$ cat config.mk
export PLATFORM = sky130hd
export DESIGN_NAME = trap_redirect
export DESIGN_NICKNAME = d
export VERILOG_FILES = /design/src/rtl/trap_vec_pkg.sv /design/src/rtl/trap_cause_decode.sv /design/src/rtl/trap_offset_gen.sv /design/src/rtl/trap_target_merge.sv /design/src/rtl/trap_redirect.sv
export SDC_FILE = /design/constraint.sdc
export NUM_CORES = 1
export LEC_CHECK = 0
export ABC_CLOCK_PERIOD_IN_PS = 5100
export BUFFER_PORTS_ARGS = -buffer_cell sky130_fd_sc_hd__buf_2
export CORE_ASPECT_RATIO = 1.25
export CORE_MARGIN = 1
export CORE_UTILIZATION = 47
export DETAILED_ROUTE_END_ITERATION = 10
export HOLD_SLACK_MARGIN = 0.15
export PLACE_DENSITY = 0.8
export SYNTH_ARGS = -nofsm -noshare
export SYNTH_HDL_FRONTEND = slang
export SYNTH_SLANG_ARGS = --single-unit
$ cat constraint.sdc
create_clock -name clk -period 5.1 [get_ports clk]
set_clock_uncertainty 0.05 [all_clocks]
set_input_delay 0.765 -clock clk [delete_from_list [all_inputs] [get_ports clk]]
set_output_delay 0.765 -clock clk [all_outputs]
set_load 0.01 [all_outputs]
$ cat src/rtl/trap_vec_pkg.sv
`timescale 1ns/1ps
package trap_vec_pkg;
   localparam int CAUSE_W = 4;

   typedef enum logic [1:0] {
      KIND_FIXED = 2'd0,
      KIND_LIB   = 2'd1,
      KIND_IDLE  = 2'd2,
      KIND_BAD   = 2'd3
   } kind_e;
endpackage

$ cat src/rtl/trap_cause_decode.sv
`timescale 1ns/1ps
module trap_cause_decode
   import trap_vec_pkg::*;
#(
   parameter int NUM_FIXED = 10,
   parameter int LIB_CODE  = 10,
   parameter int IDLE_CODE = 15
) (
   input  logic [CAUSE_W-1:0] cause_i,
   output kind_e              kind_o
);
   localparam logic [CAUSE_W-1:0] FIXED_LIM = CAUSE_W'(NUM_FIXED);
   localparam logic [CAUSE_W-1:0] LIB_C     = CAUSE_W'(LIB_CODE);
   localparam logic [CAUSE_W-1:0] IDLE_C    = CAUSE_W'(IDLE_CODE);

   always_comb begin
      if (cause_i < FIXED_LIM)    kind_o = KIND_FIXED;
      else if (cause_i == LIB_C)  kind_o = KIND_LIB;
      else if (cause_i == IDLE_C) kind_o = KIND_IDLE;
      else                        kind_o = KIND_BAD;
   end
endmodule

$ cat src/rtl/trap_offset_gen.sv
`timescale 1ns/1ps
module trap_offset_gen
   import trap_vec_pkg::*;
#(
   parameter int FUNC_W      = 8,
   parameter int VEC_SHIFT   = 7,
   parameter int SLOT_SHIFT  = 6,
   parameter int PRIV_REGION = 'h1000,
   parameter int USER_REGION = 'h2000,
   parameter int OFS_W       = 14
) (
   input  kind_e              kind_i,
   input  logic [CAUSE_W-1:0] cause_i,
   input  logic [FUNC_W-1:0]  func_i,
   output logic [OFS_W-1:0]   ofs_o
);
   logic [OFS_W-1:0] fixed_ofs;
   logic [OFS_W-1:0] slot_ofs;
   logic [OFS_W-1:0] region;

   always_comb begin
      fixed_ofs = OFS_W'(cause_i) << VEC_SHIFT;
      slot_ofs  = OFS_W'(func_i[FUNC_W-2:0]) << SLOT_SHIFT;
      region    = func_i[FUNC_W-1] ? OFS_W'(USER_REGION) : OFS_W'(PRIV_REGION);
      unique case (kind_i)
         KIND_FIXED: ofs_o = fixed_ofs;
         KIND_LIB:   ofs_o = region + slot_ofs;
         default:    ofs_o = '0;
      endcase
   end
endmodule

$ cat src/rtl/trap_target_merge.sv
`timescale 1ns/1ps
module trap_target_merge #(
   parameter int XLEN     = 64,
   parameter int OFS_W    = 14,
   parameter bit MERGE_OR = 1'b0
) (
   input  logic [XLEN-1:0]  base_i,
   input  logic [OFS_W-1:0] ofs_i,
   output logic [XLEN-1:0]  target_o
);
   generate
      if (MERGE_OR) begin : g_or
         assign target_o = {base_i[XLEN-1:OFS_W], base_i[OFS_W-1:0] | ofs_i};
      end else begin : g_add
         assign target_o = base_i + {{(XLEN-OFS_W){1'b0}}, ofs_i};
      end
   endgenerate
endmodule

$ cat src/rtl/trap_redirect.sv
`timescale 1ns/1ps
module trap_redirect
   import trap_vec_pkg::*;
#(
   parameter int XLEN        = 64,
   parameter int FUNC_W      = 8,
   parameter int NUM_FIXED   = 10,
   parameter int LIB_CODE    = 10,
   parameter int VEC_SHIFT   = 7,
   parameter int SLOT_SHIFT  = 6,
   parameter int PRIV_REGION = 'h1000,
   parameter int USER_REGION = 'h2000,
   parameter bit MERGE_OR    = 1'b0
) (
   input  logic               clk,
   input  logic               rst,
   input  logic               trig_i,
   input  logic [CAUSE_W-1:0] cause_i,
   input  logic [FUNC_W-1:0]  func_i,
   input  logic [XLEN-1:0]    pc_i,
   input  logic               priv_i,
   input  logic [XLEN-1:0]    base_i,
   output logic [XLEN-1:0]    new_pc_o,
   output logic [XLEN-1:0]    exc_addr_o,
   output logic               priv_o,
   output logic [CAUSE_W-1:0] pend_o,
   output logic               redir_o,
   output logic               err_o
);
   localparam int IDLE_CODE = (1 << CAUSE_W) - 1;
   localparam int LIB_SPAN  = (1 << (FUNC_W - 1)) << SLOT_SHIFT;
   localparam int OFS_W     = $clog2(USER_REGION + LIB_SPAN);
   localparam logic [CAUSE_W-1:0] IDLE_C = CAUSE_W'(IDLE_CODE);

   generate
      if (XLEN <= OFS_W) begin : g_chk_xlen
         $error("XLEN must exceed the offset width");
      end
      if ((NUM_FIXED << VEC_SHIFT) > PRIV_REGION) begin : g_chk_fixed
         $error("fixed slots overlap the library region");
      end
      if (LIB_CODE < NUM_FIXED || LIB_CODE >= IDLE_CODE) begin : g_chk_lib
         $error("library cause code out of range");
      end
      if (FUNC_W < 2) begin : g_chk_func
         $error("function code too narrow");
      end
   endgenerate

   kind_e            kind;
   logic [OFS_W-1:0] ofs;
   logic [XLEN-1:0]  target;

   trap_cause_decode #(
      .NUM_FIXED (NUM_FIXED),
      .LIB_CODE  (LIB_CODE),
      .IDLE_CODE (IDLE_CODE)
   ) u_decode (
      .cause_i (cause_i),
      .kind_o  (kind)
   );

   trap_offset_gen #(
      .FUNC_W      (FUNC_W),
      .VEC_SHIFT   (VEC_SHIFT),
      .SLOT_SHIFT  (SLOT_SHIFT),
      .PRIV_REGION (PRIV_REGION),
      .USER_REGION (USER_REGION),
      .OFS_W       (OFS_W)
   ) u_offset (
      .kind_i  (kind),
      .cause_i (cause_i),
      .func_i  (func_i),
      .ofs_o   (ofs)
   );

   trap_target_merge #(
      .XLEN     (XLEN),
      .OFS_W    (OFS_W),
      .MERGE_OR (MERGE_OR)
   ) u_merge (
      .base_i   (base_i),
      .ofs_i    (ofs),
      .target_o (target)
   );

   always_ff @(posedge clk) begin
      if (rst) begin
         new_pc_o   <= base_i;
         exc_addr_o <= '0;
         priv_o     <= 1'b1;
         pend_o     <= IDLE_C;
         redir_o    <= 1'b0;
         err_o      <= 1'b0;
      end else begin
         redir_o <= 1'b0;
         err_o   <= 1'b0;
         if (trig_i) begin
            unique case (kind)
               KIND_FIXED, KIND_LIB: begin
                  new_pc_o   <= target;
                  exc_addr_o <= {pc_i[XLEN-1:1], pc_i[0] | priv_i};
                  priv_o     <= 1'b1;
                  pend_o     <= IDLE_C;
                  redir_o    <= 1'b1;
               end
               KIND_BAD: begin
                  pend_o <= cause_i;
                  err_o  <= 1'b1;
               end
               default: ;
            endcase
         end
      end
   end

   assert_redir_priv_R6: assert property (@(posedge clk) disable iff (rst)
      redir_o |-> priv_o);

   assert_redir_pend_idle_R7: assert property (@(posedge clk) disable iff (rst)
      redir_o |-> pend_o == IDLE_C);

   assert_save_mode_bit_R5: assert property (@(posedge clk) disable iff (rst)
      redir_o |-> exc_addr_o[0] == ($past(pc_i[0]) | $past(priv_i)));

   assert_strobe_exclusive_R8: assert property (@(posedge clk) disable iff (rst)
      !(redir_o && err_o));

   assert_err_no_redirect_R8: assert property (@(posedge clk) disable iff (rst)
      err_o |-> $stable(new_pc_o) && $stable(exc_addr_o) && pend_o != IDLE_C);

   assert_idle_ignored_R9: assert property (@(posedge clk) disable iff (rst)
      trig_i && cause_i == IDLE_C |=> !redir_o && !err_o);

   assert_hold_R10: assert property (@(posedge clk) disable iff (rst)
      !$past(rst) && !$past(trig_i) |-> $stable(new_pc_o) && $stable(exc_addr_o)
                                       && $stable(pend_o) && !redir_o && !err_o);

   generate
      if (MERGE_OR) begin : g_align_chk
         assert_base_aligned_R4: assert property (@(posedge clk) disable iff (rst)
            trig_i |-> base_i[OFS_W-1:0] == '0);
      end
   endgenerate
endmodule

==> impl_metrics.yaml <==
hold_path:
  hold_depth: 1
  hold_path_end: "pend_o[3]"
  hp-class: "flip-flop to flip-flop"
  min_from: "pend_o[3]"
global_route:
  grt_overflow_total: 0
  grt_pass1_wl_um: 25500
  antenna_found_initial: 4
  grt_pass1_vias: 5328
  grt_usage_pct: 25.0
  grt_max_degree: 81
synthesis:
  ys_ff_latch: 134
  synthSimpleGateAreaFrac_pct: 22.0
  synth-main-ff-cell: "dfxtp_1"
  synth_top_family_by_area: "simple AND/OR/NAND/NOR gates"
  synthesis.nets: 789
  yosysSeqAreaShare_pct: 54.9
  synthCells: 635
  synth_top_area_share_pct: 31.8
  async_reset_ff_share_pct: 0
  synth_edf_count: 64
  netlist-cell-type-count: 48
  yosys_warnings: 0
  synth_xor_area_share_pct: 8.25
  synth_compound_area_share_pct: 9.08
  netlist_top_cells_area: "edfxtp_1 (32%), dfxtp_1 (23%), nand2_1 (10%), xor2_1 (6.8%), a21oi_1 (5.9%)"
  syn_avg_cell_area_sq_um: 9.53
  synth-adder-area-share_pct: 2.19
  syn-cell-area_sq_mm: 0.00605
  yosysTopAreaCell: "edfxtp_1"
  synth.mux.area_fraction_pct: 0.372
die:
  core_sq_mm: 0.0126
  start_util_pct: 48.0
  die_w_um: 103
  die_area_sq_mm: 0.0133
  die_y_um: 129
  rows: 46
  io_pins: 279
worst_setup_path:
  start_kind: "primary input"
  slowest_delay_ns: 0.82
  reg2regPathDepth: 1
  path_class: "primary input to flip-flop"
  r2r-end: "pend_o[2]"
  worstPathCellList: "buf_2, inv_1, nor4b_1, and2_1, ha_1, fa_1, a21o_1, a221o_1, a41oi_1, buf_4, nor4b_1, xor2_1"
  required_ns: 5.19
  cpMaxStageDelayCell: "nor4b_1"
  reg2reg_from: "pend_o[2]"
  reg2reg_slack_ns: 4.33
  cp_max_fo: 12
  end_kind: "flip-flop"
  crit_top_cell: "nor4b_1"
  cp.arrival_ns: 3.67
sta:
  setup_violations: 0
  grt_setup_unrepaired: "false"
  worst_pin_slew_ns: 0.944
  final.min_clock_period_ns: 3.58
  fin_ws_ns: 1.52
  hold_viol_final: 0
  tns_ns: 0
  drv_slew: 0
  fmax_ghz: 0.279
  holdWs_ns: 0.395
  timing.final.crit_share_pct: 70.2
  relSlewSlack_pct: 36.2
clock_network:
  clk_pin_slew_ns: 0.06
  clock_sinks: 134
  cts_buffers: 17
  postCtsHoldBufs: 0
  clock_tree.root_cell: "clkbuf_16"
  clockBufferDepth: 2
  tritoncts: "yes"
  cts.htree.levels: 4
  clock_latency_ns: 0.40
  post_cts_buffers: 0
  cts_resized: 0
detailed_routing:
  finalWirelength_um: 16600
  drc_errors: 0
  vias: 5614
  wire_per_inst_um: 15.3
  drt_iter0_markers: 239
  firstDrtPassIters: 5
  detail_route.vias_per_cell: 5.17
  detail-route-antenna-nets: 0
cells_and_area:
  design_area_sq_mm: 0.00814
  nNetsFinal: 1056
  area_growth_syn_to_layout_pct: 34.5
  final_cell_mix: "buf_2 (277), nand2_1 (163), a21oi_1 (71), dfxtp_1 (70), edfxtp_1 (64)"
  fin_util_pct: 64.6
  final_common_cell: "buf_2"
  drive_gt1_share_pct: 36.1
place:
  dp_slack_ns: 1.16
  place_congestion: 0.882
  hpwl_um: 12300
  placed_area_sq_mm: 0.00756
  portBuffers: 277
status:
  status: "finished, final reports clean"
pwr:
  power_density_mw_per_mm2: 346
  peakVddDrop_v: 0.000252
  p_leak_nw: 3.65
flow_run:
  maxCapViolations: 0
==> critical path, delay by kind of cell <==
kind | cells | cell delay, ns
compound gates | 3 | 0.50
xor+xnor | 1 | 0.12
fa+ha+maj | 2 | 0.43
buf+inv | 3 | 0.40
simple gates | 3 | 1.45
==> report_power, final <==
part | switching, W | total, W | internal (W)
Sequential | 0.0000278 | 0.00125 | 0.00122
Clock | 0.000498 | 0.00120 | 0.000698
Combinational | 0.000218 | 0.000368 | 0.000150
Total | 0.000744 | 0.00281 | 0.00207
==> synth_stat cells, types with 3 or more instances <==
master and count:
ha_1 9, edfxtp_1 64, and3_1 4, a21oi_1 71
xnor2_1 10, dfxtp_1 70, nor2b_1 3, and2_1 5
clkbuf_1 31, nand2_1 165, nor3_1 29, nor2_1 20
inv_1 10, o21ai_0 14, nand4_1 11, xor2_1 47
or4_4 3, a21o_1 3, nor4_1 14, nand3_1 17
==> flip-flops by register name (all words and copies together), names as in the netlist <==
name,flops
exc_addr_o,64
pend_o,4
new_pc_o,64
redir_o,1
err_o,1
==> area by class of cell <==
class	instances	area (sq um)
clock buffers	18	439
diodes	3	7.51
flip-flops and latches	134	3320
clock inverters	14	136
inverters	10	37.5
repair buffers	284	1440
multi-input cells	455	2550
fillers	1069	4460
well taps	168	210
==> per-layer routing <==
metal	global-route usage, %	wire length (um)
met4	10.2	385
met1	27.1	6090
met5	0	13
met2	42.9	8400
met3	9.94	1730
==> worst max path at each step <==
stage                     startpoint      endpoint  slack, ns  cells past startpoint
after floorplan           cause_i[2]  new_pc_o[46]       1.25                     10
after global placement    cause_i[1]  new_pc_o[40]       1.28                     12
after detailed placement  cause_i[1]  new_pc_o[46]       1.16                     12
after CTS                 cause_i[1]  new_pc_o[40]       1.57                     12
after global routing      cause_i[1]  new_pc_o[40]       1.25                     12
final                     cause_i[1]  new_pc_o[40]       1.52                     12
==> per-stage QoR <==
stage | cells | power [W]
after global routing | 1083 | 0.00292
after CTS | 1083 | 0.00283
after floorplan | 635 | 0.00145
after global placement | 1051 | 0.00163
final | 1086 | 0.00281
after detailed placement | 1051 | 0.00164
==> cell families (layout without fill, tap and decap cells) <==
| group | Yosys count | in the layout |
|---|---|---|
| adder cells (fa/ha/maj) | 10 | 10 |
| AO/OA/AOI/OAI | 100 | 100 |
| flip-flops | 134 | 134 |
| AND/OR/NAND/NOR | 285 | 285 |
| multiplexers | 2 | 2 |
| other | 1 | 4 |
| buffers and inverters | 46 | 326 |
| XOR/XNOR | 57 | 57 |
Power figures use the tool's default switching activity.
